==> config.mk <==
export PLATFORM = sky130hd
export DESIGN_NAME = rmw_exec_engine
export DESIGN_NICKNAME = d
export VERILOG_FILES = /design/src/rtl/rmw_pkg.sv /design/src/rtl/rmw_word_store.sv /design/src/rtl/rmw_modify.sv /design/src/rtl/rmw_phase_seq.sv /design/src/rtl/rmw_exec_engine.sv
export SDC_FILE = /design/constraint.sdc
export NUM_CORES = 1
export LEC_CHECK = 0
export BUFFER_PORTS_ARGS = -buffer_cell sky130_fd_sc_hd__buf_2
export CAP_MARGIN = 20
export CELL_PAD_IN_SITES_DETAIL_PLACEMENT = 0
export CELL_PAD_IN_SITES_GLOBAL_PLACEMENT = 1
export CORE_MARGIN = 1.5
export CORE_UTILIZATION = 56
export DETAILED_ROUTE_END_ITERATION = 10
export MAX_ROUTING_LAYER = met4
export PLACE_DENSITY_LB_ADDON = 0.15
export SLEW_MARGIN = 0
export SYNTH_ARGS = -nofsm -noshare
export SYNTH_HDL_FRONTEND = slang
export SYNTH_SLANG_ARGS = --single-unit
==> constraint.sdc <==
create_clock -name clk -period 7.88 [get_ports clk]
set_input_delay 0.788 -clock clk [delete_from_list [all_inputs] [get_ports clk]]
set_output_delay 0.788 -clock clk [all_outputs]
set_load 0.02 [all_outputs]
==> src/rtl/rmw_pkg.sv <==
`timescale 1ns/1ps
// Shared operation codes and phase encodings for the read-modify-write engine.
// Assumes the operation code is three bits wide and that all eight values are legal.
package rmw_pkg;

    typedef enum logic [2:0] {
        OP_LOAD   = 3'd0,
        OP_STORE  = 3'd1,
        OP_TAS    = 3'd2,
        OP_FINC   = 3'd3,
        OP_FDEC   = 3'd4,
        OP_SP_TAS = 3'd5,
        OP_SP_INC = 3'd6,
        OP_SP_DEC = 3'd7
    } rmw_op_e;

    typedef enum logic [1:0] {
        PH_IDLE  = 2'd0,
        PH_READ  = 2'd1,
        PH_MOD   = 2'd2,
        PH_WRITE = 2'd3
    } rmw_phase_e;

    // Operation carries a read phase.
    function automatic logic op_reads(input rmw_op_e op);
        return op != OP_STORE;
    endfunction

    // Operation carries a one-cycle-class modify phase.
    function automatic logic op_modifies(input rmw_op_e op);
        return (op == OP_FINC) || (op == OP_FDEC) ||
               (op == OP_SP_INC) || (op == OP_SP_DEC);
    endfunction

    // Operation carries a write phase.
    function automatic logic op_writes(input rmw_op_e op);
        return (op == OP_STORE) || (op == OP_TAS) ||
               (op == OP_FINC) || (op == OP_FDEC);
    endfunction

    // Operation is the detached read phase of an atomic.
    function automatic logic op_split(input rmw_op_e op);
        return (op == OP_SP_TAS) || (op == OP_SP_INC) || (op == OP_SP_DEC);
    endfunction

    // Operation steps the value downward.
    function automatic logic op_down(input rmw_op_e op);
        return (op == OP_FDEC) || (op == OP_SP_DEC);
    endfunction

endpackage

==> src/rtl/rmw_word_store.sv <==
`timescale 1ns/1ps
// Word-addressed storage array with one asynchronous read port and one
// synchronous write port. Assumes DEPTH is a power of two; every word clears on reset.
module rmw_word_store #(
    parameter int DATA_W = 32,
    parameter int DEPTH  = 16,
    localparam int ADDR_W = $clog2(DEPTH)
) (
    input  logic              clk,
    input  logic              rst_n,
    input  logic [ADDR_W-1:0] rd_addr,
    output logic [DATA_W-1:0] rd_data,
    input  logic              wr_en,
    input  logic [ADDR_W-1:0] wr_addr,
    input  logic [DATA_W-1:0] wr_data
);

    logic [DATA_W-1:0] words [DEPTH];

    // Clear all words on reset, otherwise commit the write port.
    always_ff @(posedge clk) begin
        if (!rst_n) begin
            for (int i = 0; i < DEPTH; i++) begin
                words[i] <= '0;
            end
        end else if (wr_en) begin
            words[wr_addr] <= wr_data;
        end
    end

    // Present the addressed word without a register stage.
    always_comb begin
        rd_data = words[rd_addr];
    end

endmodule

==> src/rtl/rmw_modify.sv <==
`timescale 1ns/1ps
// Modify step of an atomic: adds or subtracts one, wrapping modulo 2^DATA_W.
// Purely combinational; the caller decides in which cycle the result is taken.
module rmw_modify #(
    parameter int DATA_W = 32
) (
    input  logic [DATA_W-1:0] old_val,
    input  logic              step_down,
    output logic [DATA_W-1:0] new_val
);

    localparam logic [DATA_W-1:0] ONE = DATA_W'(1);

    // Select increment or decrement of the old value.
    always_comb begin
        if (step_down) begin
            new_val = old_val - ONE;
        end else begin
            new_val = old_val + ONE;
        end
    end

endmodule

==> src/rtl/rmw_phase_seq.sv <==
`timescale 1ns/1ps
// Phase sequencer: walks an accepted operation through read, modify and write
// phases of fixed length with a per-phase down-counter. It reports the last cycle
// of each phase and of the whole operation. Assumes start only arrives while idle.
module rmw_phase_seq
    import rmw_pkg::*;
#(
    parameter int RD_CYC  = 5,
    parameter int MOD_CYC = 1,
    parameter int WR_CYC  = 4,
    localparam int MAX_CYC = (RD_CYC > WR_CYC) ?
                             ((RD_CYC > MOD_CYC) ? RD_CYC : MOD_CYC) :
                             ((WR_CYC > MOD_CYC) ? WR_CYC : MOD_CYC),
    localparam int CNT_W = $clog2(MAX_CYC + 1)
) (
    input  logic    clk,
    input  logic    rst_n,
    input  logic    start,
    input  rmw_op_e start_op,
    output logic    idle,
    output logic    rd_end,
    output logic    mod_end,
    output logic    wr_end,
    output logic    op_end
);

    localparam logic [CNT_W-1:0] RD_LOAD  = CNT_W'(RD_CYC - 1);
    localparam logic [CNT_W-1:0] MOD_LOAD = CNT_W'(MOD_CYC - 1);
    localparam logic [CNT_W-1:0] WR_LOAD  = CNT_W'(WR_CYC - 1);

    rmw_phase_e       phase;
    logic [CNT_W-1:0] cnt;
    rmw_op_e          op_q;
    logic             last_cnt;

    // Decode the final cycle of the current phase.
    always_comb begin
        last_cnt = (cnt == '0);
        rd_end   = (phase == PH_READ)  && last_cnt;
        mod_end  = (phase == PH_MOD)   && last_cnt;
        wr_end   = (phase == PH_WRITE) && last_cnt;
        idle     = (phase == PH_IDLE);
    end

    // Flag the final cycle of the whole operation.
    always_comb begin
        op_end = wr_end ||
                 (mod_end && !op_writes(op_q)) ||
                 (rd_end && !op_modifies(op_q) && !op_writes(op_q));
    end

    // Advance phase and counter.
    always_ff @(posedge clk) begin
        if (!rst_n) begin
            phase <= PH_IDLE;
            cnt   <= '0;
            op_q  <= OP_LOAD;
        end else begin
            case (phase)
                PH_IDLE: begin
                    if (start) begin
                        op_q <= start_op;
                        if (op_reads(start_op)) begin
                            phase <= PH_READ;
                            cnt   <= RD_LOAD;
                        end else begin
                            phase <= PH_WRITE;
                            cnt   <= WR_LOAD;
                        end
                    end
                end
                PH_READ: begin
                    if (!last_cnt) begin
                        cnt <= cnt - 1'b1;
                    end else if (op_modifies(op_q)) begin
                        phase <= PH_MOD;
                        cnt   <= MOD_LOAD;
                    end else if (op_writes(op_q)) begin
                        phase <= PH_WRITE;
                        cnt   <= WR_LOAD;
                    end else begin
                        phase <= PH_IDLE;
                    end
                end
                PH_MOD: begin
                    if (!last_cnt) begin
                        cnt <= cnt - 1'b1;
                    end else if (op_writes(op_q)) begin
                        phase <= PH_WRITE;
                        cnt   <= WR_LOAD;
                    end else begin
                        phase <= PH_IDLE;
                    end
                end
                default: begin
                    if (!last_cnt) begin
                        cnt <= cnt - 1'b1;
                    end else begin
                        phase <= PH_IDLE;
                    end
                end
            endcase
        end
    end

endmodule

==> src/rtl/rmw_exec_engine.sv <==
`timescale 1ns/1ps
// Top of the read-modify-write execution engine. Accepts one request when idle,
// runs it through fixed-length phases, answers with a one-cycle response pulse and,
// for detached atomic read phases, offers the value to write later on the update port.
// Assumes DEPTH is a power of two and that the requester honours req_ready.
module rmw_exec_engine
    import rmw_pkg::*;
#(
    parameter int DATA_W  = 32,
    parameter int DEPTH   = 16,
    parameter int CORE_W  = 2,
    parameter int RD_CYC  = 5,
    parameter int MOD_CYC = 1,
    parameter int WR_CYC  = 4,
    localparam int ADDR_W = $clog2(DEPTH)
) (
    input  logic              clk,
    input  logic              rst_n,
    input  logic              req_valid,
    output logic              req_ready,
    input  logic [2:0]        req_op,
    input  logic [ADDR_W-1:0] req_addr,
    input  logic [DATA_W-1:0] req_wdata,
    input  logic [CORE_W-1:0] req_core,
    output logic              resp_valid,
    output logic [CORE_W-1:0] resp_core,
    output logic [DATA_W-1:0] resp_data,
    output logic              resp_ack,
    output logic              upd_valid,
    output logic [CORE_W-1:0] upd_core,
    output logic [ADDR_W-1:0] upd_addr,
    output logic [DATA_W-1:0] upd_data
);

    localparam logic [DATA_W-1:0] TAS_SET = DATA_W'(1);

    rmw_op_e           op_q;
    logic [ADDR_W-1:0] addr_q;
    logic [CORE_W-1:0] core_q;
    logic [DATA_W-1:0] old_q;
    logic [DATA_W-1:0] new_q;
    logic [DATA_W-1:0] mem_rdata;
    logic [DATA_W-1:0] mod_val;
    logic              accept;
    logic              idle;
    logic              rd_end;
    logic              mod_end;
    logic              wr_end;
    logic              op_end;

    // Handshake: take a request only while the sequencer is idle.
    always_comb begin
        req_ready = idle;
        accept    = req_valid && idle;
    end

    rmw_phase_seq #(
        .RD_CYC  (RD_CYC),
        .MOD_CYC (MOD_CYC),
        .WR_CYC  (WR_CYC)
    ) u_seq (
        .clk      (clk),
        .rst_n    (rst_n),
        .start    (accept),
        .start_op (rmw_op_e'(req_op)),
        .idle     (idle),
        .rd_end   (rd_end),
        .mod_end  (mod_end),
        .wr_end   (wr_end),
        .op_end   (op_end)
    );

    rmw_word_store #(
        .DATA_W (DATA_W),
        .DEPTH  (DEPTH)
    ) u_store (
        .clk     (clk),
        .rst_n   (rst_n),
        .rd_addr (addr_q),
        .rd_data (mem_rdata),
        .wr_en   (wr_end),
        .wr_addr (addr_q),
        .wr_data (new_q)
    );

    rmw_modify #(
        .DATA_W (DATA_W)
    ) u_mod (
        .old_val   (old_q),
        .step_down (op_down(op_q)),
        .new_val   (mod_val)
    );

    // Capture request fields on acceptance.
    always_ff @(posedge clk) begin
        if (!rst_n) begin
            op_q   <= OP_LOAD;
            addr_q <= '0;
            core_q <= '0;
        end else if (accept) begin
            op_q   <= rmw_op_e'(req_op);
            addr_q <= req_addr;
            core_q <= req_core;
        end
    end

    // Hold the old word at the end of the read phase.
    always_ff @(posedge clk) begin
        if (!rst_n) begin
            old_q <= '0;
        end else if (rd_end) begin
            old_q <= mem_rdata;
        end
    end

    // Build the value for the write phase: store data, set constant, or modified word.
    always_ff @(posedge clk) begin
        if (!rst_n) begin
            new_q <= '0;
        end else if (accept) begin
            new_q <= req_wdata;
        end else if (rd_end && (op_q == OP_TAS)) begin
            new_q <= TAS_SET;
        end else if (mod_end) begin
            new_q <= mod_val;
        end
    end

    // Drive the one-cycle response pulse at the end of the operation.
    always_ff @(posedge clk) begin
        if (!rst_n) begin
            resp_valid <= 1'b0;
            resp_core  <= '0;
            resp_data  <= '0;
            resp_ack   <= 1'b0;
        end else begin
            resp_valid <= op_end;
            if (op_end) begin
                resp_core <= core_q;
                resp_ack  <= (op_q == OP_STORE);
                if (op_q == OP_STORE) begin
                    resp_data <= '0;
                end else if (rd_end) begin
                    resp_data <= mem_rdata;
                end else begin
                    resp_data <= old_q;
                end
            end
        end
    end

    // Offer the deferred write-back value for detached atomic read phases.
    always_ff @(posedge clk) begin
        if (!rst_n) begin
            upd_valid <= 1'b0;
            upd_core  <= '0;
            upd_addr  <= '0;
            upd_data  <= '0;
        end else begin
            upd_valid <= op_end && op_split(op_q);
            if (op_end && op_split(op_q)) begin
                upd_core <= core_q;
                upd_addr <= addr_q;
                upd_data <= mod_end ? mod_val : TAS_SET;
            end
        end
    end

endmodule

==> results.cfg, run 1 <==
[floorplanning]
die_x_um = 236.7
die_area_mm2 = 0.05601
pin_count = 120
rows = 85
core_mm2 = 0.05392
start_util = 0.5670
die_height_um = 236.7

[detailed_routing]
drt-vias-per-instance = 6.285
detail-route-antenna-nets = 0
num_vias = 19360
wl_um = 84850
avgRoutedWirePerCell_um = 27.55
drc_errors = 0
dr.pass1.iters = 5
drt_first_iter_violations = 2046

[placed_design]
dp_slack_ns = 3.842
placed_area_mm2 = 0.03191
io_buffers = 119
dpl.hpwl_um = 49780
gp_congestion = 0.9229
dp_cells = 2953

[worst_setup_path]
r2r-start = u_seq.cnt[0]
reg2reg_slack_ns = 3.87
required_ns = 8.09
slowest_delay_ns = 0.87
r2r_cells = 8
critPathCaptureType = flip-flop
r2r_end = u_store.words[0][25]
critPathKind = flip-flop to flip-flop
endpoint = u_store.words[0][25]
startpoint_type = flip-flop
cp_top_family = simple AND/OR/NAND/NOR gates
cp.depth = 8
path_max_fanout = 33
path_cells = inv_1 > ha_1 > nor2b_1 > nand2_1 > or4_1 > nor3_4 > buf_4 > nand2b_2
crit_path_top_delay_cell = nand2b_2
crit_start = u_seq.cnt[0]
path_buf_inv = 2
worstPathArrival_ns = 4.22

[clock_network]
cts_root_buf = clkbuf_16
clockBufferDepth = 3
clock-sinks = 669
cts_tree = yes
insertion_delay_ns = 0.61
cts_post_setup_buffers_inserted = 0
cts_resized = 0
htree_levels = 3
cts_made_buffers = 71
ctsHoldBuffers = 0
clk_pin_slew_worst_paths_ns = 0.06

[logic_synthesis]
synth_top_cell_area_share = 0.5029
synthTopCellsByArea = edfxtp_1, mux4_2, and2_1
synth_cell_types = 73
async_reset_ff_frac = 0
synth_top_cell_by_area = edfxtp_1
syn_nets = 2357
ys.flop_type = edfxtp_1
synth_area_per_cell_um2 = 13.43
synth-edff-count = 512
synthesis.area_mm2 = 0.03057
ys_seq_elements = 669
yosysSeqAreaShare = 0.6057
ys_warn_count = 0
syn_inst = 2276

[sta]
setup_viol = 0
slew-limit-headroom = 0.2352
hold_viol = 0
worst_pin_slew_ns = 1.147
grt_setup_unrepaired = false
final.setup.tns_ns = 0
slew_violations = 0
skew_ns = 0.02048
fmax_ghz = 0.2493
timing.final.crit_share = 0.5090
setup_ws_ns = 3.869
period_minus_slack_ns = 4.011

[layout]
fin_cells = 3080
diodes = 0
synthToLayoutAreaGrowth_pct = 11.32
stdcell_area_mm2 = 0.03403
drive_gt1_frac = 0.1984
nets = 2411
fill_cells = 4099
multiInputGateArea_mm2 = 0.01148
register_area_mm2 = 0.01853

[global_route]
grt_pass1_wl_um = 125200
grt_max_degree = 90
track_usage = 0.3179
overflow = 0
antenna_found_initial = 0
grt_pass1_vias = 19300

[power_and_ir_drop]
powerDensity_mw_per_mm2 = 239.8
finalPower_mw = 8.161
power.leakage_nw = 12.49
ir_worst_vdd_mv = 0.1947

[flow_run]
cap_violations = 0

[worst_hold_path]
hold_class = input port to flip-flop

[status]
outcome = finished clean
-- cells in the final DEF, fill, tap and decap left out, drive strengths merged, types with 30 or more instances in the layout --
| cell type | instances |
|---|---|
| mux4 | 160 |
| a21oi | 114 |
| and2 | 518 |
| buf | 164 |
| clkbuf | 99 |
| ha | 36 |
| edfxtp | 512 |
| nand3 | 30 |
| nor2 | 72 |
| a32o | 32 |
| o21ai | 76 |
| nand2 | 161 |
| dfxtp | 157 |
-- routing by layer --
metal | part of all wire | vias to the layer above | global-route usage | routed length (µm)
met3 | 0.070 | 175 | 0.04348 | 5909
met2 | 0.48 | 787 | 0.5005 | 40990
li1 | - | 8507 | - | -
met1 | 0.41 | 9888 | 0.4257 | 34560
met4 | 0.040 | 0 | 0.1187 | 3389
met5 | 0 | - | - | 0
-- tightest hold or removal path, cell delays in order --
cell and delay [ns]:
buf_2 0.09, nand2_1 0.05, a21oi_1 0.05
-- how the worst min path moves through the flow --
stage,startpoint,cells past startpoint,to,slack (ns)
after detailed placement,upd_addr[1],2,upd_addr[1],0.45
after floorplan,core_q[0],2,upd_core[0],0.44
after global placement,upd_addr[0],2,upd_addr[0],0.44
final,req_core[0],3,core_q[0],0.43
after CTS,req_wdata[27],3,new_q[27],0.40
after global routing,req_core[0],3,core_q[0],0.42
-- cells by family after synthesis --
family          after synthesis  synth area share
compound gates              330           0.07153
xor+xnor                     19          0.005443
fa+ha+maj                    38           0.01571
buf+inv                     199           0.02685
flops                       669            0.6057
mux                         166            0.1198
simple gates                855            0.1550
-- per-stage QoR --
stage	utilization	hold WS, ns
floorplan	-	0.4448
global placement	0.5913	0.4439
detailed placement	0.5918	0.4475
CTS	0.6312	0.4023
global route	0.6312	0.4223
finish	0.6312	0.4315
-- sequential cells by signal, indices dropped and copies added (netlist names), 2 cells and up, named ones only --
name / cells
addr_q: 4
core_q: 2
new_q: 32
old_q: 32
op_q: 2
resp_core: 2
resp_data: 32
u_seq.cnt: 3
u_seq.phase: 2
u_store.words: 512
upd_addr: 4
upd_core: 2
upd_data: 32
-- report_power, final --
group | switching (mW) | internal [mW]
sequential | 0.195 | 3.93
combinational | 0.559 | 0.331
clock | 1.37 | 1.78
total | 2.12 | 6.04
-- Yosys cell counts, types with 6 or more instances --
library cell and count:
a211oi_1 6, a21o_1 13, a21oi_1 112, a22oi_1 17, a32o_1 32, and2_1 518
buf_1 9, buf_2 14, buf_4 11, clkbuf_1 147, dfxtp_1 157, edfxtp_1 512
ha_1 36, inv_1 16, mux2i_1 6, mux4_2 160, nand2_1 161, nand2b_1 10
nand3_1 30, nand4_1 6, nor2_1 72, nor3_1 19, o211ai_1 6, o21a_1 6
o21ai_0 64, o21ai_1 12, or3_1 8, xnor2_1 11, xor2_1 8
-- final cells by class --
type,count,area share
clock buffers,99,0.05665
well taps,696,0.02559
inverters,16,0.001801
repair buffers,164,0.02845
multi-input cells,1408,0.3373
clock inverters,28,0.005809
flip-flops and latches,669,0.5444
No activity file was read; power rests on OpenSTA's default activity.
==> run 2: changes to the inputs <==
--- a/config.mk
+++ b/config.mk
@@ -10,7 +10,7 @@
 export CELL_PAD_IN_SITES_DETAIL_PLACEMENT = 0
 export CELL_PAD_IN_SITES_GLOBAL_PLACEMENT = 1
 export CORE_MARGIN = 1.5
-export CORE_UTILIZATION = 56
+export CORE_UTILIZATION = 52
 export DETAILED_ROUTE_END_ITERATION = 10
 export MAX_ROUTING_LAYER = met4
 export PLACE_DENSITY_LB_ADDON = 0.15
==> constraint.sdc (replaced) <==
create_clock -name clk -period 3.9 [get_ports clk]
set_input_delay 0.39 -clock clk [delete_from_list [all_inputs] [get_ports clk]]
set_output_delay 0.39 -clock clk [all_outputs]
set_load 0.02 [all_outputs]
==> run 2 against run 1 <==
Wire length grew 6.1%. Register-to-register slack got worse by 3.5 ns. First-iteration DRC count shrank 10%. Critical path type unchanged. Hold slack worse by 0.40 ns. Largest cell class unchanged. Sequential share of layout area down 1.1 points.
==> results.cfg, run 2 (same netlist as run 1, synthesis figures left out) <==
[status]
outcome = finished clean

[worst_hold_path]
hold_class = input port to flip-flop

[sta]
fmax_ghz = 0.2822
skew_ns = 0.02015
hold_viol = 0
period_minus_slack_ns = 3.544
worst_pin_slew_ns = 1.166
setup_viol = 0
fin_hold_ws_ns = 0.03113
slew_violations = 0
final.setup.tns_ns = 0
slew-limit-headroom = 0.2199
grt_setup_unrepaired = false
setup_ws_ns = 0.3560
timing.final.crit_share = 0.9087

[worst_setup_path]
critPathCaptureType = flip-flop
startpoint_type = flip-flop
required_ns = 4.40
critPathKind = flip-flop to flip-flop
worstPathArrival_ns = 4.04
path_max_fanout = 25

[power_and_ir_drop]
power_frac_seq = 0.494
p_int_mw = 12.49
powerDensity_mw_per_mm2 = 486.7
ir_worst_vdd_mv = 0.4668
finalPower_mw = 16.90
switching_share = 0.2609
combPwrFrac = 0.112
clockPowerShare = 0.395
power.leakage_nw = 12.79
p_sw_mw = 4.408

[placed_design]
dp_slack_ns = 0.3734
gp_congestion = 0.8870
placed_area_mm2 = 0.03241
io_buffers = 119
dp_cells = 3054
dpl.hpwl_um = 53620

[global_route]
grt_max_degree = 67
overflow = 0
grt_pass1_wl_um = 129900
grt_pass1_vias = 19540
track_usage = 0.3106
antenna_found_initial = 4

[detailed_routing]
wl_um = 90040
num_vias = 19660
avgRoutedWirePerCell_um = 28.25
detail-route-antenna-nets = 0
drc_errors = 0
drt-vias-per-instance = 6.167
dr.pass1.iters = 5
drt_first_iter_violations = 1837

[layout]
layout_common_cells = and2_1, edfxtp_1, nand2_1
largest_register = u_store.words
synthToLayoutAreaGrowth_pct = 13.56
largest_reg_flops = 512
drive_gt1_frac = 0.2115
nets = 2446
final_common_cell = and2_1
stdcell_area_mm2 = 0.03472
fin_cells = 3187
post-route-util = 0.5995

[flow_run]
cap_violations = 0

[clock_network]
clockBufferDepth = 3
cts_post_setup_buffers_inserted = 0
cts_root_buf = clkbuf_16
clock-sinks = 669
cts_tree = yes
htree_levels = 3
cts_made_buffers = 72
clk_pin_slew_worst_paths_ns = 0.06
insertion_delay_ns = 0.61

[floorplanning]
die_x_um = 245.5
core_mm2 = 0.05792
rows = 88
start_util = 0.5279
die_height_um = 245.5
pin_count = 120
die_area_mm2 = 0.06026
## run 2: cell types whose count changed in the layout (fill, tap and decap cells not counted), moves of 2 or more
cell,before,now
clkbuf_1,23,18
buf_4,44,60
clkbuf_8,2,4
inv_6,3,1
buf_12,1,17
dlygate4sd3_1,0,2
clkinv_8,1,3
clkbuf_16,72,75
## run 2: layout make-up
cell class / count / area (µm²)
Fill cell: 4603 / 23200
Sequential cell: 669 / 18530
Multi-Input combinational cell: 1408 / 11480
Clock buffer: 98 / 2004
Timing Repair Buffer: 198 / 1413
Tap cell: 765 / 957.2
Clock inverter: 32 / 274.0
Inverter: 16 / 61.31
Antenna cell: 1 / 2.502
## run 2: per-layer routing
layer	vias to the layer above	GRT usage	part of all wire	wire length [µm]
met1	10060	0.4050	0.41	36610
met3	194	0.05118	0.071	6386
met2	823	0.4896	0.48	43470
met4	0	0.1213	0.040	3569
li1	8574	-	-	-
met5	-	-	0	0
## run 2: repair_timing
item | in CTS | in global routing
endpoints found under the setup margin | 0 | 1
hold buffers | 2 | 0
gates resized for setup | 0 | 1
endpoints found under the hold margin | 2 | 0
## run 2: path summary, 6_finish.rpt
path / start / to / slack [ns] / cells after the start
min reg2reg: upd_core[0] / upd_core[0] / 0.45 / 2
max: op_q[1] / upd_data[31] / 0.36 / 12
min: req_wdata[11] / new_q[11] / 0.03 / 3
max reg2reg: op_q[1] / upd_data[31] / 0.36 / 12
## run 2: power groups by stage
stage / Combinational [mW] / Sequential (mW) / Clock (mW)
after floorplan: 1.30 / 8.24 / 0
after global placement: 1.86 / 8.47 / 0
after detailed placement: 1.87 / 8.49 / 0
after CTS: 1.88 / 8.34 / 6.74
after global routing: 2.00 / 8.38 / 6.99
final: 1.89 / 8.34 / 6.67
## run 2: worst max-delay path, cell delays in order (launching register included)
cell,delay (ns)
dfxtp_1,0.45
nor2_1,0.10
o21ai_1,0.21
inv_1,0.23
buf_6,0.25
ha_1,0.47
nand4_1,0.18
nor3_1,0.36
o211a_1,0.30
o31ai_4,0.10
o21ai_1,0.31
nor4_1,0.10
a311o_1,0.33
